`src/rtl/gpio_blink_pkg.sv`:
```
package gpio_blink_pkg;

  typedef enum logic {
    DOM_CORE   = 1'b0,
    DOM_RESUME = 1'b1
  } blink_domain_e;

  // Edges per half wave of the blink square wave, never below 2.
  function automatic int unsigned half_period(input int unsigned clk_hz,
                                              input int unsigned blink_hz);
    int unsigned h;
    h = clk_hz / (2 * blink_hz);
    return (h < 2) ? 2 : h;
  endfunction

  // One pad: the shared phase while blinking, the level bit otherwise.
  function automatic logic pad_bit(input logic is_out, input logic blink_en,
                                   input logic level, input logic phase);
    return (is_out && blink_en) ? phase : level;
  endfunction

  // Storage mask of one domain after reserved positions are removed.
  function automatic logic [31:0] domain_mask(input blink_domain_e dom,
                                              input logic [31:0] resume_mask,
                                              input logic [31:0] rsvd_mask);
    return (dom == DOM_RESUME) ? (resume_mask & ~rsvd_mask)
                               : (~resume_mask & ~rsvd_mask);
  endfunction

endpackage

```
`src/rtl/blink_timebase.sv`:
```
module blink_timebase #(
  parameter int unsigned HALF = 8
) (
  input  logic clk,
  input  logic rst_n,
  output logic phase,
  output logic wrap
);
  localparam int unsigned CW = (HALF > 1) ? $clog2(HALF) : 1;
  localparam logic [CW-1:0] LAST = CW'(HALF - 1);

  logic [CW-1:0] cnt;

  assign wrap = (cnt == LAST);

  always_ff @(posedge clk or negedge rst_n) begin
    if (!rst_n) begin
      cnt   <= '0;
      phase <= 1'b0;
    end else if (wrap) begin
      cnt   <= '0;
      phase <= ~phase;
    end else begin
      cnt   <= cnt + 1'b1;
    end
  end

  // the phase inverts exactly on the wrap edge and holds in between
  a_r7_toggle_on_wrap: assert property (@(posedge clk) disable iff (!rst_n)
    wrap |=> (phase != $past(phase)));
  a_r7_hold_between: assert property (@(posedge clk) disable iff (!rst_n)
    !wrap |=> $stable(phase));
  a_r7_count_bounded: assert property (@(posedge clk) disable iff (!rst_n)
    cnt <= LAST);

endmodule

```
`src/rtl/blink_domain_bank.sv`:
```
module blink_domain_bank #(
  parameter int unsigned W = 32,
  parameter logic [W-1:0] MASK = '0,
  parameter bit SOFT_CLR = 1'b0
) (
  input  logic         clk,
  input  logic         rst_n,
  input  logic         soft_clr,
  input  logic         wr_hit,
  input  logic [W-1:0] wdata,
  output logic [W-1:0] bits
);
  logic clr;

  generate
    if (SOFT_CLR) begin : g_soft
      assign clr = soft_clr;
    end else begin : g_nosoft
      assign clr = 1'b0 & soft_clr;
    end
  endgenerate

  always_ff @(posedge clk or negedge rst_n) begin
    if (!rst_n)      bits <= '0;
    else if (clr)    bits <= '0;
    else if (wr_hit) bits <= wdata & MASK;
  end

  // a write lands in this domain's bits on the next cycle
  a_r2_write_lands: assert property (@(posedge clk) disable iff (!rst_n)
    (wr_hit && !clr) |=> (bits == ($past(wdata) & MASK)));
  // without a write or clear the bits hold
  a_r2_hold: assert property (@(posedge clk) disable iff (!rst_n)
    (!wr_hit && !clr) |=> $stable(bits));
  // the soft strobe wins over a same-edge write
  a_r10_soft_clear: assert property (@(posedge clk) disable iff (!rst_n)
    clr |=> (bits == '0));

endmodule

```
`src/rtl/blink_pad_mux.sv`:
```
module blink_pad_mux
  import gpio_blink_pkg::*;
#(
  parameter int unsigned W = 32
) (
  input  logic [W-1:0] dir_out,
  input  logic [W-1:0] blink_en,
  input  logic [W-1:0] level,
  input  logic         phase,
  output logic [W-1:0] active,
  output logic [W-1:0] pad
);
  generate
    for (genvar i = 0; i < W; i++) begin : g_pin
      assign active[i] = dir_out[i] & blink_en[i];
      assign pad[i]    = pad_bit(dir_out[i], blink_en[i], level[i], phase);
    end
  endgenerate
endmodule

```
`src/rtl/gpio_blink_ctl.sv`:
```
module gpio_blink_ctl
  import gpio_blink_pkg::*;
#(
  parameter int unsigned CLK_HZ      = 250_000_000,
  parameter int unsigned BLINK_HZ    = 1,
  parameter int unsigned ADDR_W      = 8,
  parameter logic [7:0]  REG_OFFSET  = 8'h18,
  parameter logic [31:0] RESUME_MASK = 32'h0F00_FF00,
  parameter logic [31:0] RSVD_MASK   = 32'hC000_0001
) (
  input  logic              clk,
  input  logic              core_rst_n,
  input  logic              resume_rst_n,
  input  logic              soft_full_rst,
  input  logic              reg_wr,
  input  logic [ADDR_W-1:0] reg_addr,
  input  logic [31:0]       reg_wdata,
  output logic [31:0]       reg_rdata,
  input  logic [31:0]       pin_dir_out,
  input  logic [31:0]       pin_level,
  output logic [31:0]       pad_out,
  output logic              blink_phase
);
  localparam int unsigned W    = 32;
  localparam int unsigned HALF = half_period(CLK_HZ, BLINK_HZ);
  localparam logic [W-1:0] RES_BITS  = domain_mask(DOM_RESUME, RESUME_MASK, RSVD_MASK);
  localparam logic [W-1:0] CORE_BITS = domain_mask(DOM_CORE, RESUME_MASK, RSVD_MASK);

  logic         addr_hit;
  logic         wr_hit;
  logic         tb_wrap;
  logic [W-1:0] dom_bits [2];
  logic [W-1:0] blink_en;
  logic [W-1:0] blink_active;

  assign addr_hit = (reg_addr == ADDR_W'(REG_OFFSET));
  assign wr_hit   = reg_wr & addr_hit;

  blink_timebase #(.HALF(HALF)) u_tb (
    .clk  (clk),
    .rst_n(resume_rst_n),
    .phase(blink_phase),
    .wrap (tb_wrap)
  );

  generate
    for (genvar d = 0; d < 2; d++) begin : g_dom
      localparam logic [W-1:0] DMASK = (d == 1) ? RES_BITS : CORE_BITS;
      logic dom_rst_n;
      assign dom_rst_n = (d == 1) ? resume_rst_n : core_rst_n;
      blink_domain_bank #(.W(W), .MASK(DMASK), .SOFT_CLR(d == 1)) u_bank (
        .clk     (clk),
        .rst_n   (dom_rst_n),
        .soft_clr(soft_full_rst),
        .wr_hit  (wr_hit),
        .wdata   (reg_wdata),
        .bits    (dom_bits[d])
      );
    end
  endgenerate

  assign blink_en  = dom_bits[0] | dom_bits[1];
  assign reg_rdata = addr_hit ? blink_en : '0;

  blink_pad_mux #(.W(W)) u_mux (
    .dir_out(pin_dir_out),
    .blink_en(blink_en),
    .level  (pin_level),
    .phase  (blink_phase),
    .active (blink_active),
    .pad    (pad_out)
  );

  // reserved positions never read back as 1
  a_r3_rsvd_zero: assert property (@(posedge clk) disable iff (!core_rst_n || !resume_rst_n)
    (reg_rdata & RSVD_MASK) == '0);
  // every blinking pad carries the timebase phase
  a_r5_blink_follows_phase: assert property (@(posedge clk) disable iff (!core_rst_n || !resume_rst_n)
    (pad_out & blink_active) == ({W{blink_phase}} & blink_active));
  // every non-blinking pad carries its level bit
  a_r4_idle_follows_level: assert property (@(posedge clk) disable iff (!core_rst_n || !resume_rst_n)
    (pad_out & ~blink_active) == (pin_level & ~blink_active));
  // a held core reset keeps the core-domain bits clear
  a_r8_core_bits_clear: assert property (@(posedge clk) disable iff (!resume_rst_n)
    !core_rst_n |-> ((blink_en & CORE_BITS) == '0));
  // a write that clears all blink bits leaves every pad on its level
  a_r6_clear_returns_level: assert property (@(posedge clk) disable iff (!core_rst_n || !resume_rst_n)
    (wr_hit && reg_wdata == '0) |=> (pad_out == pin_level));

endmodule

```
`config.mk`:
```
export PLATFORM = sky130hd
export DESIGN_NAME = gpio_blink_ctl
export DESIGN_NICKNAME = d
export VERILOG_FILES = /design/src/rtl/gpio_blink_pkg.sv /design/src/rtl/blink_timebase.sv /design/src/rtl/blink_domain_bank.sv /design/src/rtl/blink_pad_mux.sv /design/src/rtl/gpio_blink_ctl.sv
export SDC_FILE = /design/constraint.sdc
export NUM_CORES = 1
export LEC_CHECK = 0
export CAP_MARGIN = 20
export CORE_ASPECT_RATIO = 1.1
export CORE_MARGIN = 3
export CORE_UTILIZATION = 40
export DETAILED_ROUTE_END_ITERATION = 8
export PLACE_DENSITY = 0.82
export SLEW_MARGIN = 10
export SYNTH_ARGS = -nofsm -noshare
export SYNTH_HDL_FRONTEND = slang
export SYNTH_SLANG_ARGS = --single-unit
```
`constraint.sdc`:
```
create_clock -name clk -period 2.9 [get_ports clk]
set_input_delay 0.29 -clock clk [delete_from_list [all_inputs] [get_ports clk]]
set_output_delay 0.29 -clock clk [all_outputs]
set_load 0.02 [all_outputs]
```
==> impl_metrics.tcl, run 1 <==
set metrics [dict create \
    multi_input_area_mm2 0.00172 \
    grt_pass1_vias 3217 \
    antenna_found_initial 0 \
    status "complete, no violations" \
    synth.distinct_cells 40 \
    crit_path_end_kind "output pin" \
    ir_drop_mv 0.263 \
    final-max-slew-violation-count 0 \
    slowest_stage "clkdlybuf4s50_1" \
    fin_worst_skew_ps 5.20 \
    via_per_inst 5.39 \
    cts.path.max_buffers 2 \
    hold_viol 0 \
    place_inst 581 \
    ff2ff_path_depth 6 \
    drt-total-wl_um 11000 \
    synth_cells 334 \
    power.density_mw_per_mm2 349 \
    worstHoldPathType "input port to async pin" \
    clockPowerShare_pct 38.8 \
    routedWlPerCell_um 18.4 \
    synth-seq-area-share_pct 43.6 \
    grt_max_degree 42 \
    path_cells "clkdlybuf4s50_1 -> nor4b_1 -> and3_1 -> buf_12 -> and2_1 -> clkdlybuf4s50_1" \
    n_antenna_cell 0 \
    worstSkewPairLatency_ps 330 \
    p_leak_nw 2.08 \
    post_cts_buffers 0 \
    cts_tree "built" \
    hold_buffers 0 \
    final_common_cell "clkdlybuf4s50_1" \
    switchingPower_uw 406 \
    ys_ff_latch 57 \
    crit_top_cell "clkdlybuf4s50_1" \
    fillers 603 \
    internal_power_mw 1.37 \
    crit_path_start_kind "input port" \
    cp_slowest_stage_delay_ps 650 \
    clkSinkCount 57 \
    rows 33 \
    ios 174 \
    rr_startpoint "u_tb.cnt[0]" \
    start_util_pct 42.4 \
    coreArea_mm2 0.00772 \
    synth_area_mm2 0.00327 \
    timing_worst_setup_path_type "input port to output pin" \
    seqPwrFrac_pct 45.9 \
    fp.dieH_um 101 \
    most-common-layout-cells "clkdlybuf4s50_1 (156), dfrtp_1 (57), nand2_1 (48)" \
    period_needed_ps 2670 \
    area_growth_pct 55.8 \
    hpwl_um 8300 \
    fin_cells 596 \
    drc_errors 0 \
    rsz0062_at_grt "no" \
    fp.dieW_um 92.3 \
    tightest_slew_ps 902 \
    path_clk_slew_ps 60 \
    grt_pass1_wl_um 16900 \
    cp_max_fo 41 \
    ctsResizeCount 0 \
    htreeDepth 3 \
    grt_remaining_overflow 0 \
    setup_viol 0 \
    combPwrFrac_pct 15.3 \
    timing.rr.end "u_tb.cnt[26]" \
    synth_area_per_cell_um2 9.80 \
    gp_congestion 0.903 \
    power_mw 1.78 \
    arrival_ps 2380 \
    fmax_mhz 375 \
    track_usage_pct 23.5 \
    max_cap_violations 0 \
    reg2reg_slack_ps 530 \
    drt-pass1-iter-count 5 \
    yosysWarnings 0 \
    fin_nets 597 \
    cp.required_ps 2610 \
    drt_iter0_drc 197 \
    detail-route-antenna-nets 0 \
    fin_setup_tns_ps 0 \
    critPathCapture "reg_rdata[17]" \
    sw_frac_of_total_pct 22.8 \
    timing.hold.ws_ps 84.1 \
    numCtsBuffers 9 \
    seq_area_mm2 0.00143 \
    drive_gt1_share_pct 14.7 \
    cts-root-buf "clkbuf_8" \
    startpoint "reg_addr[5]" \
    route.vias.total 3211 \
    relSlewSlack_pct 39.8 \
    period_share_pct 92.1 \
    die-area_mm2 0.00931 \
    portBuffers 158 \
]
power groups by stage:
stage | sequential [mW] | clock [mW] | combinational, mW
3_3_place_gp | 0.830 | 0 | 0.268
5_1_grt | 0.818 | 0.740 | 0.288
2_1_floorplan | 0.827 | 0 | 0.0888
6_report | 0.816 | 0.691 | 0.273
3_5_place_dp | 0.831 | 0 | 0.273
4_1_cts | 0.816 | 0.700 | 0.275
area by class of cell:
cell class / count / share of cell area (%)
clock inverters: 4 / 0.883
well taps: 105 / 2.58
inverters: 3 / 0.221
repair buffers: 164 / 32.0
multi-input cells: 252 / 33.8
clock buffers: 11 / 2.58
flip-flops and latches: 57 / 28.0
synth_stat cells (all sizes together):
library cell,count,area [µm²]
dfrtp,57,1430
nand2,48,180
mux2,46,518
and2,30,188
nand3,23,115
a21oi,18,90.1
clkbuf,16,60.1
nand4,13,87.6
xnor2,10,87.6
nor2,9,33.8
buf,8,61.3
nor4,8,65.1
xor2,7,61.3
and3,5,31.3
or3,5,36.3
o31ai,4,30.0
or4,4,30.0
inv,3,11.3
o21ai,3,15.0
and4,2,18.8
o41ai,2,17.5
and2b,1,8.76
conb,1,3.75
ha,1,12.5
mux2i,1,10.0
nand3b,1,7.51
nand4b,1,8.76
nand4bb,1,11.3
nor2b,1,6.26
nor3,1,5.00
nor4b,1,8.76
o22a,1,8.76
o311ai,1,8.76
or4b,1,10.0
sequential cells by signal, summed over array words and instances, names as in the netlist:
register	count
g_dom.u_bank.bits	29
u_tb.phase	1
u_tb.cnt	27
metrics by stage:
stage | area (µm²) | setup slack (ps) | util [%]
floorplan | 3280 | 861 | -
global placement | 4920 | 270 | 63.8
detailed placement | 4920 | 242 | 63.8
CTS | 5100 | 230 | 66.1
global route | 5100 | 95.6 | 66.1
finish | 5100 | 230 | 66.1
cells by family (layout without fill, tap and decap cells):
family,Yosys count,in the layout,synth area share (%)
buffers and inverters,27,182,4.05
DFF,57,57,43.6
other,1,3,0.115
AOI/OAI and AO/OA,29,29,5.20
muxes,47,47,16.1
xor gates and xnor gates,17,17,4.55
and+or+nand+nor,155,155,26.0
adders and majority gates,1,1,0.382
critical path: cells and delay by family:
family | cells | cell delay (ps)
buffers and inverters | 3 | 1260
AND/OR/NAND/NOR | 3 | 820
how the worst min path moves through the flow:
stage | start | endpoint | cells past startpoint
6_report | resume_rst_n | u_tb.cnt[13] | 1
5_1_grt | resume_rst_n | u_tb.cnt[14] | 1
2_1_floorplan | core_rst_n | g_dom[0].u_bank.bits[16] | 0
4_1_cts | resume_rst_n | u_tb.cnt[23] | 1
3_3_place_gp | resume_rst_n | u_tb.cnt[14] | 1
3_5_place_dp | resume_rst_n | u_tb.cnt[14] | 1
per-layer routing:
layer | share of wire [%] | vias to the layer above | routed length [µm] | global-route usage [%]
li1 | - | 1478 | - | -
met1 | 37 | 1560 | 4110 | 27.0
met2 | 51 | 155 | 5620 | 41.1
met3 | 9.3 | 18 | 1020 | 7.77
met4 | 2.1 | 0 | 236 | 7.77
met5 | 0 | - | 0 | 0
No activity file was read; power rests on OpenSTA's default activity.
==> run 2, diff against run 1 <==
--- a/config.mk
+++ b/config.mk
@@ -11,7 +11,6 @@
 export CORE_UTILIZATION = 40
 export DETAILED_ROUTE_END_ITERATION = 8
 export PLACE_DENSITY = 0.82
-export SLEW_MARGIN = 10
 export SYNTH_ARGS = -nofsm -noshare
 export SYNTH_HDL_FRONTEND = slang
 export SYNTH_SLANG_ARGS = --single-unit
==> results of run 2 <==
Same layout as run 1: the final DEF is identical, and so are final timing and power.
==> run 3, diff against run 2 <==
--- a/config.mk
+++ b/config.mk
@@ -5,7 +5,6 @@
 export SDC_FILE = /design/constraint.sdc
 export NUM_CORES = 1
 export LEC_CHECK = 0
-export CAP_MARGIN = 20
 export CORE_ASPECT_RATIO = 1.1
 export CORE_MARGIN = 3
 export CORE_UTILIZATION = 40
==> results of run 3 <==
Same layout as run 1: the final DEF is identical, and so are final timing and power.
